### src/rtl/fp_stack_file.sv
module fp_stack_file #(
  parameter int DW    = 64,
  parameter int DEPTH = 8
) (
  input  logic                       clk,
  input  logic                       rst_n,
  input  logic                       op_valid,
  input  logic [2:0]                 op_code,
  input  logic [$clog2(DEPTH)-1:0]   st_idx,
  input  logic [DW-1:0]              wr_data,
  input  logic                       exam_ok,
  input  logic                       copy_st0,
  output logic                       rd_valid,
  output logic [DW-1:0]              rd_data,
  output logic                       fault,
  output logic                       fault_kind,
  output logic [DEPTH-1:0]           tag_word,
  output logic [$clog2(DEPTH)-1:0]   top_ptr
);
  localparam int PW = $clog2(DEPTH);
  localparam logic [PW-1:0] ONE = PW'(1);
  localparam logic [2:0] OP_PUSH = 3'd0, OP_POP = 3'd1, OP_READ = 3'd2,
                         OP_WRITE = 3'd3, OP_MOD = 3'd4, OP_TOP = 3'd5;

  logic [DW-1:0]    ent_q [DEPTH];
  logic [DEPTH-1:0] tag_q;
  logic [PW-1:0]    top_q;

  wire is_push = op_valid && op_code == OP_PUSH;
  wire is_pop  = op_valid && op_code == OP_POP;
  wire is_rd   = op_valid && op_code == OP_READ;
  wire is_wr   = op_valid && op_code == OP_WRITE;
  wire is_mod  = op_valid && op_code == OP_MOD;
  wire is_top  = op_valid && op_code == OP_TOP;

  wire [PW-1:0] down_slot = top_q - ONE;
  wire [PW-1:0] up_slot   = top_q + ONE;
  wire [PW-1:0] rel_slot  = top_q + st_idx;
  wire [PW-1:0] sel       = is_push ? down_slot : (is_pop ? top_q : rel_slot);
  wire          sel_full  = tag_q[sel];
  wire          st0_full  = tag_q[top_q];

  wire f_empty = ((is_pop || is_mod) && !sel_full)
              || (is_rd && !exam_ok && !sel_full)
              || (is_wr && copy_st0 && !st0_full);
  wire f_full  = (is_push && sel_full) || (is_wr && !copy_st0 && sel_full);
  wire f_any   = f_empty || f_full;

  wire          do_store = !f_any && (is_push || is_wr || is_mod);
  wire          do_clear = !f_any && is_pop;
  wire [DW-1:0] store_val = (is_wr && copy_st0) ? ent_q[top_q] : wr_data;

  for (genvar k = 0; k < DEPTH; k++) begin : g_ent
    always_ff @(posedge clk) begin
      if (!rst_n) begin
        ent_q[k] <= '0;
        tag_q[k] <= 1'b0;
      end else if (do_store && sel == PW'(k)) begin
        ent_q[k] <= store_val;
        tag_q[k] <= 1'b1;
      end else if (do_clear && sel == PW'(k)) begin
        tag_q[k] <= 1'b0;
      end
    end
  end

  always_ff @(posedge clk) begin
    if (!rst_n) begin
      top_q      <= '0;
      rd_valid   <= 1'b0;
      rd_data    <= '0;
      fault      <= 1'b0;
      fault_kind <= 1'b0;
    end else begin
      fault      <= f_any;
      fault_kind <= f_full && !f_empty;
      rd_valid   <= !f_any && (is_rd || is_pop || is_mod);
      if (!f_any && (is_rd || is_pop || is_mod))
        rd_data <= ent_q[sel];
      if (!f_any) begin
        if (is_push)     top_q <= down_slot;
        else if (is_pop) top_q <= up_slot;
        else if (is_top) top_q <= wr_data[PW-1:0];
      end
    end
  end

  assign tag_word = tag_q;
  assign top_ptr  = top_q;


  push_top_chk: assert property (@(posedge clk) disable iff (!rst_n)
    (op_valid && op_code == OP_PUSH && !tag_q[top_q - ONE])
      |=> (top_ptr == $past(top_q) - ONE) && tag_word[top_ptr]);


  pop_tag_chk: assert property (@(posedge clk) disable iff (!rst_n)
    (op_valid && op_code == OP_POP && tag_q[top_q])
      |=> !tag_word[$past(top_q)] && rd_valid);


  exam_nofault_chk: assert property (@(posedge clk) disable iff (!rst_n)
    (op_valid && op_code == OP_READ && exam_ok) |=> !fault && rd_valid);


  copy_nofull_chk: assert property (@(posedge clk) disable iff (!rst_n)
    (op_valid && op_code == OP_WRITE && copy_st0 && tag_q[top_q]) |=> !fault);


  fault_frozen_chk: assert property (@(posedge clk) disable iff (!rst_n)
    fault |-> $stable(tag_word) && $stable(top_ptr) && !rd_valid);


  fault_pulse_chk: assert property (@(posedge clk) disable iff (!rst_n)
    (fault && !$past(op_valid)) |-> 1'b0);
endmodule

### config.mk
export PLATFORM = sky130hd
export DESIGN_NAME = fp_stack_file
export DESIGN_NICKNAME = d
export VERILOG_FILES = /design/src/rtl/fp_stack_file.sv
export SDC_FILE = /design/constraint.sdc
export NUM_CORES = 1
export LEC_CHECK = 0
export BUFFER_PORTS_ARGS = -buffer_cell sky130_fd_sc_hd__buf_2
export CAP_MARGIN = 0
export CORE_MARGIN = 2
export CORE_UTILIZATION = 25
export DETAILED_ROUTE_END_ITERATION = 10
export SYNTH_ARGS = -nofsm -noshare
export SYNTH_HDL_FRONTEND = slang
export SYNTH_SLANG_ARGS = --single-unit
export TNS_END_PERCENT = 1
### constraint.sdc
create_clock -name clk -period 11 [get_ports clk]
set_input_delay 1.65 -clock clk [delete_from_list [all_inputs] [get_ports clk]]
set_output_delay 1.65 -clock clk [all_outputs]
set_load 0.01 [all_outputs]
======== After elaboration in Yosys (flattened, before gate mapping) ========
Memory sizes are Yosys's and may differ from the RTL's. A register that Yosys moved wholly into a read port is not among the register bits.
Cells that the tools add are included.
storage, ports and cells
  register bits after elaboration ......... 14
  latch bits .............................. 0
  bits in writable memories ............... 512
  bits in read-only memories .............. 0
  input bits .............................. 75
  output and inout bits ................... 78
  word-level logic and storage cells ...... 162
  memories kept ........................... 1
memory list
  name   depth  bits a word  read ports  clocked after Yosys merged registers in  wr ports  line  RTL
  ent_q  8      64           2           2                                        8         25    logic [DW-1:0] ent_q [DEPTH];
operators by class
  add/sub/neg operators ................... 3
  multipliers ............................. 0
  div/mod/pow operators ................... 0
  magnitude comparators ................... 2
  eq/ne operators ......................... 12
  shift operators ......................... 0
  mux-type cells .......................... 61
  bitwise operators ....................... 9
  reduce and logical (&&, ||, !) cells .... 62
operators with widths
  kind                   count
  $mux W64               9
  $mux W1                43
  $logic_and A1 B1 Y1    34
  $mux W3                7
  $eq A3 B3 Y1 const B   6
  $reduce_bool A2 Y1     8
  $eq A3 B2 Y1 const B   4
  $logic_or A1 B1 Y1     9
  $lt A3 B4 Y1 const B   2
  $or A1 B1 Y1           8
  $logic_not A1 Y1       7
  $bmux W1 S3            2
  $eq A3 B1 Y1 const B   2
  $logic_not A3 Y1       2
  $add A3 B1 Y3 const B  1
  $add A3 B3 Y3          1
  $reduce_bool A3 Y1     1
  $sub A3 B1 Y3 const B  1
  $reduce_and A2 Y1      1
  $not A1 Y1             1

======== Depth between registers and ports, before layout ========
Gate-level depths: netlist of run 1.
  word-level depth ........................ 18
  depth in mapped cells ................... 13
  mapped depth without buffers ............ 11

======== Worst setup path after synthesis of run 1 ========
No wires, ideal clock.
  path type ............................... input -> register
  start point ............................. in st_idx[0]
  end point ............................... mem ent_q[0][0], enable pin
  setup time .............................. 0.574 ns
  arrival time ............................ 8.303 ns
  required time ........................... 10.426 ns
  setup slack ............................. 2.123 ns
  cell stages on the path ................. 11
  buffers on the path ..................... 0
  path through ............................ ha_1 > inv_1 > fa_1 > nand2b_1 > a21oi_1 > a311o_1 > o311ai_0 > nand2_1 > nor3_1 > nor2_1 > o21ai_0
RTL lines
  what         line  RTL
  from (decl)  9     input logic [$clog2(DEPTH)-1:0] st_idx,
  to (decl)    25

==> metrics.cfg, run 1 <==
[run_status]
run_status = finished, final reports clean

[synth]
synth_enable_flop_cells = 512
synth_area_leaders = sky130_fd_sc_hd__edfxtp_1 (50%), sky130_fd_sc_hd__mux4_2 (14%), sky130_fd_sc_hd__mux2i_1 (11%)
postSynthNetCount = 2402
postSynth.topFlopCell = sky130_fd_sc_hd__edfxtp_1
synth.cells.most_frequent = sky130_fd_sc_hd__edfxtp_1 (512), sky130_fd_sc_hd__nor3_1 (391), sky130_fd_sc_hd__mux2i_1 (323)
synth_top_area_cell = sky130_fd_sc_hd__edfxtp_1
ys_seq_elements = 593
async_reset_ff_share_pct = 0
synthesis.area_per_instance_um2 = 13.2
mappedNetlistArea_um2 = 30600
synth_cells = 2323
synthMostInstantiatedCell = sky130_fd_sc_hd__edfxtp_1
netlist.area_leader.share_pct = 50.3
synth.distinct_cells = 51
yosys_warns = 0
synth.yosys.seq_area_share_pct = 55.6

[layout]
flip_flop_and_latch_area_um2 = 17000
area_used_by_multi_input_combinational_logic_um2 = 12800
fill_cells = 12336
layout_cells_sized_above_1_pct = 20.8
synthToLayoutAreaGrowth_pct = 14.9
nNetsFinal = 2440

[clock_tree]
max-clock-path-buffers = 3
cts_max_level = 3
tritoncts.num_buffers = 67
numClockSinks = 593
cts_repair_resize_count = 0
post-cts-setup-buffer-count = 0
clk_pin_slew_worst_paths_ns = 0.06
worstSkewPairLatency_ns = 0.61
number_of_hold_repair_buffers_added_at_the_cts_stage = 0
clock_tree_from_tritoncts = done
clock_tree.root_cell = sky130_fd_sc_hd__clkbuf_16

[power]
cellPowerDensity_nw_per_um2 = 162
irDropWorstVdd_uv = 109
leakage_component_of_the_power_uw = 0.0117

[floorplan]
std_cell_rows = 128
chipHeight_um = 354
core_area_um2 = 122000
design.portCount = 153
die-area_um2 = 125000
starting_utilization_of_the_core_area_pct = 25.2
die_extent_in_x_um = 354

[placed_design]
placement.io_buffers = 152
globalplace.congestion = 0.795
post-dp-hpwl_mm = 53.0

[sta]
slew_headroom_pct = 14.7
share_of_the_clock_period_used_by_the_worst_path_pct = 56.0
rsz0062_at_grt = no
final-max-slew-violation-count = 0
hold-worst-slack_ns = 0.494
period_needed_ns = 6.16
skew_ns = 0.0224
final-setup-viol-count = 0
finalSetupTns_ns = 0
timing_worst_slew_pin_value_ns = 1.28
timing.final.hold_violations = 0
fmax_ghz = 0.162

[hold_path]
min_to = rd_data[2]
hp-start = rd_data[2]
hold_class = register to register
hold-path-cell-count = 2

[detailed_routing]
route.detailed.wl_per_inst_um = 23.9
route.final.wire_length_mm = 96.3
ant_nets_after_route = 0
vias = 20734
top_signal_layer_used = met5
route.detailed.vias_per_inst = 5.13
drc_violation_count_after_routing = 0
dr_wl_met2_mm = 44.5
detail_route.wirelength.met1_mm = 41.4
met3WireLength_mm = 8.69
drt_iter0_markers = 2092
first_pass_iters = 5

[critical_path]
cp.required_ns = 11.22
ff2ff_path_depth = 11
r2r_setup_slack_ns = 5.39
crit-reg2reg-capture = ent_q[4][13]
crit_path_max_fanout = 47
arrival_ns = 6.38
r2r_start = top_ptr[0]
crit_path_start_kind = input port
worst_setup_end_kind = register
critPathKind = input port to register

[grt]
grt_start_max_net_pins = 211
grt-ovfl-total = 0
grt_usage_pct = 15.2
antenna_found_initial = 13
via_count_of_the_first_global_routing_pass = 20733
first_pass_grt_wire_length_mm = 142

[job]
max_cap_viol_count = 0

area by class of cell:
cell class                      instances  area share, %
Antenna cell                            1        0.00712
Timing Repair Buffer                  191           3.07
Clock buffer                          102           5.62
Tap cell                             1625           5.79
Sequential cell                       593           48.4
Inverter                                8         0.0890
Clock inverter                         19          0.520
Multi-Input combinational cell       1500           36.5
where the power goes:
| part | internal (uW) | leakage [uW] | switching [uW] |
|---|---|---|---|
| Sequential | 2550 | 0.00595 | 65.6 |
| Combinational | 325 | 0.00471 | 514 |
| Clock | 1310 | 0.00104 | 917 |
worst max-delay path by stage:
stage / slack (ns) / to / from / cells past startpoint
global placement: 4.33 / ent_q[4][16] / st_idx[0] / 12
floorplan: 2.12 / ent_q[0][0] / st_idx[0] / 11
detailed placement: 4.26 / ent_q[4][25] / op_code[1] / 9
global route: 4.60 / ent_q[4][10] / op_code[1] / 10
finish: 4.84 / ent_q[4][13] / op_code[1] / 9
CTS: 4.89 / ent_q[4][21] / op_code[1] / 9
state kept, by name, indices dropped and copies added, names as in the netlist, named ones only:
name / count
tag_word: 8
rd_data: 64
ent_q: 512
fault: 1
fault_kind: 1
top_ptr: 3
rd_valid: 1
metal layers:
layer,track usage [%],up-vias
li1,-,9123
met1,20.9,10609
met2,24.0,863
met3,3.66,121
met4,3.55,18
met5,0,-
cells by family after synthesis:
logic type	count (synthesis)	synth area share [%]
flops	593	55.6
compound gates	181	3.79
fa+ha+maj	4	0.188
mux	518	24.9
xor+xnor	7	0.201
simple gates	790	12.2
buf+inv	230	3.16
cell usage in the layout (no fill, tap or decap), drive strengths merged, types with 27 or more instances in the layout:
cell type	count
a211oi	65
nor2	271
clkbuf	102
mux4	194
edfxtp	512
mux2i	323
nor3	391
dfxtp	81
nand2b	69
a21oi	73
nand2	27
buf	191
stage by stage:
stage / total power (uW) / instance area, um^2 / util, % / setup slack (ns) / instances
floorplan: 3220 / 30600 / - / 2.12 / 2323
global placement: 3500 / 33000 / 27.1 / 4.33 / 3917
detailed placement: 3500 / 33000 / 27.1 / 4.26 / 3917
CTS: 5730 / 35100 / 28.9 / 4.89 / 4038
global route: 5860 / 35100 / 28.9 / 4.60 / 4038
finish: 5680 / 35100 / 28.9 / 4.84 / 4039
critical path, stage by stage:
cell	delay [ns]
sky130_fd_sc_hd__buf_2	0.18
sky130_fd_sc_hd__or3b_1	0.57
sky130_fd_sc_hd__mux2i_1	0.29
sky130_fd_sc_hd__xnor2_1	0.87
sky130_fd_sc_hd__mux2i_1	0.40
sky130_fd_sc_hd__nor3_1	0.60
sky130_fd_sc_hd__nor2_1	0.24
sky130_fd_sc_hd__o21ai_4	0.66
sky130_fd_sc_hd__buf_4	0.85
Note: power is estimated with default switching activity, not from simulation.
==> run 2: changes to the inputs <==
--- a/config.mk
+++ b/config.mk
@@ -5,6 +5,7 @@
 export SDC_FILE = /design/constraint.sdc
 export NUM_CORES = 1
 export LEC_CHECK = 0
+export ABC_AREA = 1
 export BUFFER_PORTS_ARGS = -buffer_cell sky130_fd_sc_hd__buf_2
 export CAP_MARGIN = 0
 export CORE_MARGIN = 2
==> constraint.sdc (replaced) <==
create_clock -name clk -period 6.45 [get_ports clk]
set_input_delay 0.9675 -clock clk [delete_from_list [all_inputs] [get_ports clk]]
set_output_delay 0.9675 -clock clk [all_outputs]
set_load 0.01 [all_outputs]
==> run 2 against run 1 <==
Die area rose by 1.4%; via count rose by 28%; synthesized cell count rose by 61%; power rose by 73%; highest routed layer unchanged; setup slack got worse by 3.3 ns.
==> metrics.cfg, run 2 <==
[layout]
layout.cells.most_common = sky130_fd_sc_hd__nand2_1
register_ranked_first_by_flip_flop_count = ent_q
synthToLayoutAreaGrowth_pct = 13.5
nNetsFinal = 3827
finish.instance_area_um2 = 35200
layout.cells.most_common_list = sky130_fd_sc_hd__nand2_1 (704), sky130_fd_sc_hd__o21ai_0 (696), sky130_fd_sc_hd__nor2_1 (664)
fill_cells = 13100
largest_register_ff_count = 512
final-instance-count-excl-fill = 5442
layout_cells_sized_above_1_pct = 9.10

[synth]
postSynthNetCount = 3829
synth_top_family_by_area = simple AND/OR/NAND/NOR gates
postSynth.topFlopCell = sky130_fd_sc_hd__edfxtp_1
yosys.area_share.simple_pct = 17.8
ys_seq_elements = 593
synth_top_area_cell = sky130_fd_sc_hd__edfxtp_1
synth_area_leaders = sky130_fd_sc_hd__edfxtp_1 (50%), sky130_fd_sc_hd__o21ai_0 (11%), sky130_fd_sc_hd__nand2_1 (8.6%)
synth_enable_flop_cells = 512
yosys_warns = 0
synth.distinct_cells = 34
async_reset_ff_share_pct = 0
synth.yosys.seq_area_share_pct = 54.8
synth.cells.most_frequent = sky130_fd_sc_hd__nand2_1 (714), sky130_fd_sc_hd__o21ai_0 (696), sky130_fd_sc_hd__nor2_1 (666)
synth-compound-area-share_pct = 17.4
yosys-mux-area-fraction_pct = 0.194
mappedNetlistArea_um2 = 31000
netlist.area_leader.share_pct = 49.6
yosys.area_share.xor_xnor_pct = 0.0847
synth_cells = 3750
synth_fa_ha_area_share_pct = 0.186
synthesis.area_per_instance_um2 = 8.27
synthMostInstantiatedCell = sky130_fd_sc_hd__nand2_1

[grt]
via_count_of_the_first_global_routing_pass = 25771
grt_met3_usage_pct = 2.99
grtUsageMet2_pct = 27.8
grtUsageMet1_pct = 19.7
grt-ovfl-total = 0
globalRoute.busiestLayer = met2
first_pass_grt_wire_length_mm = 157
antenna_found_initial = 17
grt_usage_pct = 16.2
grt_start_max_net_pins = 202

[job]
max_cap_viol_count = 0

[sta]
final-setup-viol-count = 0
finalSetupTns_ns = 0
rsz0062_at_grt = no
timing.final.hold_violations = 0
slew_headroom_pct = 16.6
share_of_the_clock_period_used_by_the_worst_path_pct = 76.2
timing_worst_slew_pin_value_ns = 1.25
skew_ns = 0.0248
final-max-slew-violation-count = 0
fmax_ghz = 0.203
hold-worst-slack_ns = 0.507
period_needed_ns = 4.92

[clock_tree]
cts_repair_resize_count = 0
clk_pin_slew_worst_paths_ns = 0.06
post-cts-setup-buffer-count = 0
numClockSinks = 593
max-clock-path-buffers = 3
worstSkewPairLatency_ns = 0.62
cts_max_level = 3
number_of_hold_repair_buffers_added_at_the_cts_stage = 0
clock_tree.root_cell = sky130_fd_sc_hd__clkbuf_16
clock_tree_from_tritoncts = done
tritoncts.num_buffers = 68

[power]
leakage_component_of_the_power_uw = 0.0144
irDropWorstVdd_uv = 179
total_power_uw = 9830
cellPowerDensity_nw_per_um2 = 279

[critical_path]
critPathKind = register to register
cp_slowest_stage_delay_ns = 0.65
arrival_ns = 5.16
cp.required_ns = 6.69
path_delay_family = simple AND/OR/NAND/NOR gates
critical_path.cell_chain = ha_1 > inv_1 > fa_1 > xnor2_1 > nand3_1 > nand2_1 > o21ai_4 > inv_2 > nand2_1 > nand3_2 > nand2_2 > nor3b_2 > nand2_1 > nand2_4 > buf_4
timing.critical_path.buf_inv = 3
worst_setup_end_kind = register
crit_top_cell = sky130_fd_sc_hd__nand2_1
crit_path_start_kind = register
crit_path_max_fanout = 39
critical_path.slowest_cell = sky130_fd_sc_hd__nand2_4

[placed_design]
placement.io_buffers = 152
placedInstanceArea_um2 = 33000
dpl.cell_count = 5315
globalplace.congestion = 0.824
post-dp-hpwl_mm = 57.7

[detailed_routing]
drc_violation_count_after_routing = 0
drt_iter0_markers = 2544
first_pass_iters = 6
vias = 26583
route.detailed.wl_per_inst_um = 19.3
ant_nets_after_route = 0
route.final.wire_length_mm = 105
route.detailed.vias_per_inst = 4.88

[floorplan]
die-area_um2 = 127000
die_extent_in_x_um = 356
chipHeight_um = 356
starting_utilization_of_the_core_area_pct = 25.1
std_cell_rows = 129
design.portCount = 153
core_area_um2 = 123000

[hold_path]
hold_class = register to register

[run_status]
run_status = finished, final reports clean

## run 2: changes by cell type in the layout (fill, tap and decap cells not counted), sizes merged, moves of 12 or more
cell and change:
nand2 +692, o21ai +680, inv +407, nor2 +407
nor3 -391, mux2i -317, mux4 -194, a21oi +183
nand2b -69, a211oi -65, o221ai +64, nand3 +19
clkinv +16, clkbuf -12
## run 2: final timing paths
| kind | start | endpoint | slack (ns) | cells after the start |
|---|---|---|---|---|
| worst min-delay path | rd_data[25] | rd_data[25] | 0.51 | 4 |
| worst max-delay path | top_ptr[0] | ent_q[6][33] | 1.53 | 15 |
| worst max register to register | top_ptr[0] | ent_q[6][33] | 1.53 | 15 |
| worst min register to register | rd_data[25] | rd_data[25] | 0.51 | 4 |
## run 2: power breakdown
part | total (uW) | internal, uW | leakage, uW | switching, uW
logic | 1520 | 359 | 0.00737 | 1160
clock network | 3840 | 2200 | 0.00108 | 1640
registers | 4470 | 4370 | 0.00594 | 103
## run 2: through the flow
step	setup WS, ns	util (%)
finish	1.53	28.5
global placement	1.09	26.8
floorplan	1.78	-
global route	1.31	28.5
CTS	1.55	28.5
detailed placement	1.14	26.8
## run 2: layout make-up
type | count | area, um^2 | area share [%]
Inverter | 414 | 1550 | 4.41
Multi-Input combinational cell | 2474 | 11200 | 31.8
Tap cell | 1637 | 2050 | 5.82
Antenna cell | 3 | 7.51 | 0.0213
Clock buffer | 90 | 1900 | 5.39
Timing Repair Buffer | 197 | 1230 | 3.48
Clock inverter | 34 | 282 | 0.800
Sequential cell | 593 | 17000 | 48.3
## run 2: kinds of logic after synthesis
kind of cell	after synthesis
fa+ha+maj	4
flops	593
simple gates	1436
buf+inv	683
compound gates	1025
mux	6
xor+xnor	3
## run 2: worst register-to-register path, stage by stage, from the launching register on
cell	delay, ns
sky130_fd_sc_hd__dfxtp_1	0.56
sky130_fd_sc_hd__ha_1	0.22
sky130_fd_sc_hd__inv_1	0.05
sky130_fd_sc_hd__fa_1	0.37
sky130_fd_sc_hd__xnor2_1	0.20
sky130_fd_sc_hd__nand3_1	0.09
sky130_fd_sc_hd__nand2_1	0.14
sky130_fd_sc_hd__o21ai_4	0.07
sky130_fd_sc_hd__inv_2	0.46
sky130_fd_sc_hd__nand2_1	0.23
sky130_fd_sc_hd__nand3_2	0.14
sky130_fd_sc_hd__nand2_2	0.09
sky130_fd_sc_hd__nor3b_2	0.49
sky130_fd_sc_hd__nand2_1	0.19
sky130_fd_sc_hd__nand2_4	0.65
sky130_fd_sc_hd__buf_4	0.58
## run 2: metal layers
layer  routed length (um)  share of wire [%]
met1                41500                 39
met2                50700                 48
met3                 8730                8.3
met4                 4160                4.0
met5                  105               0.10
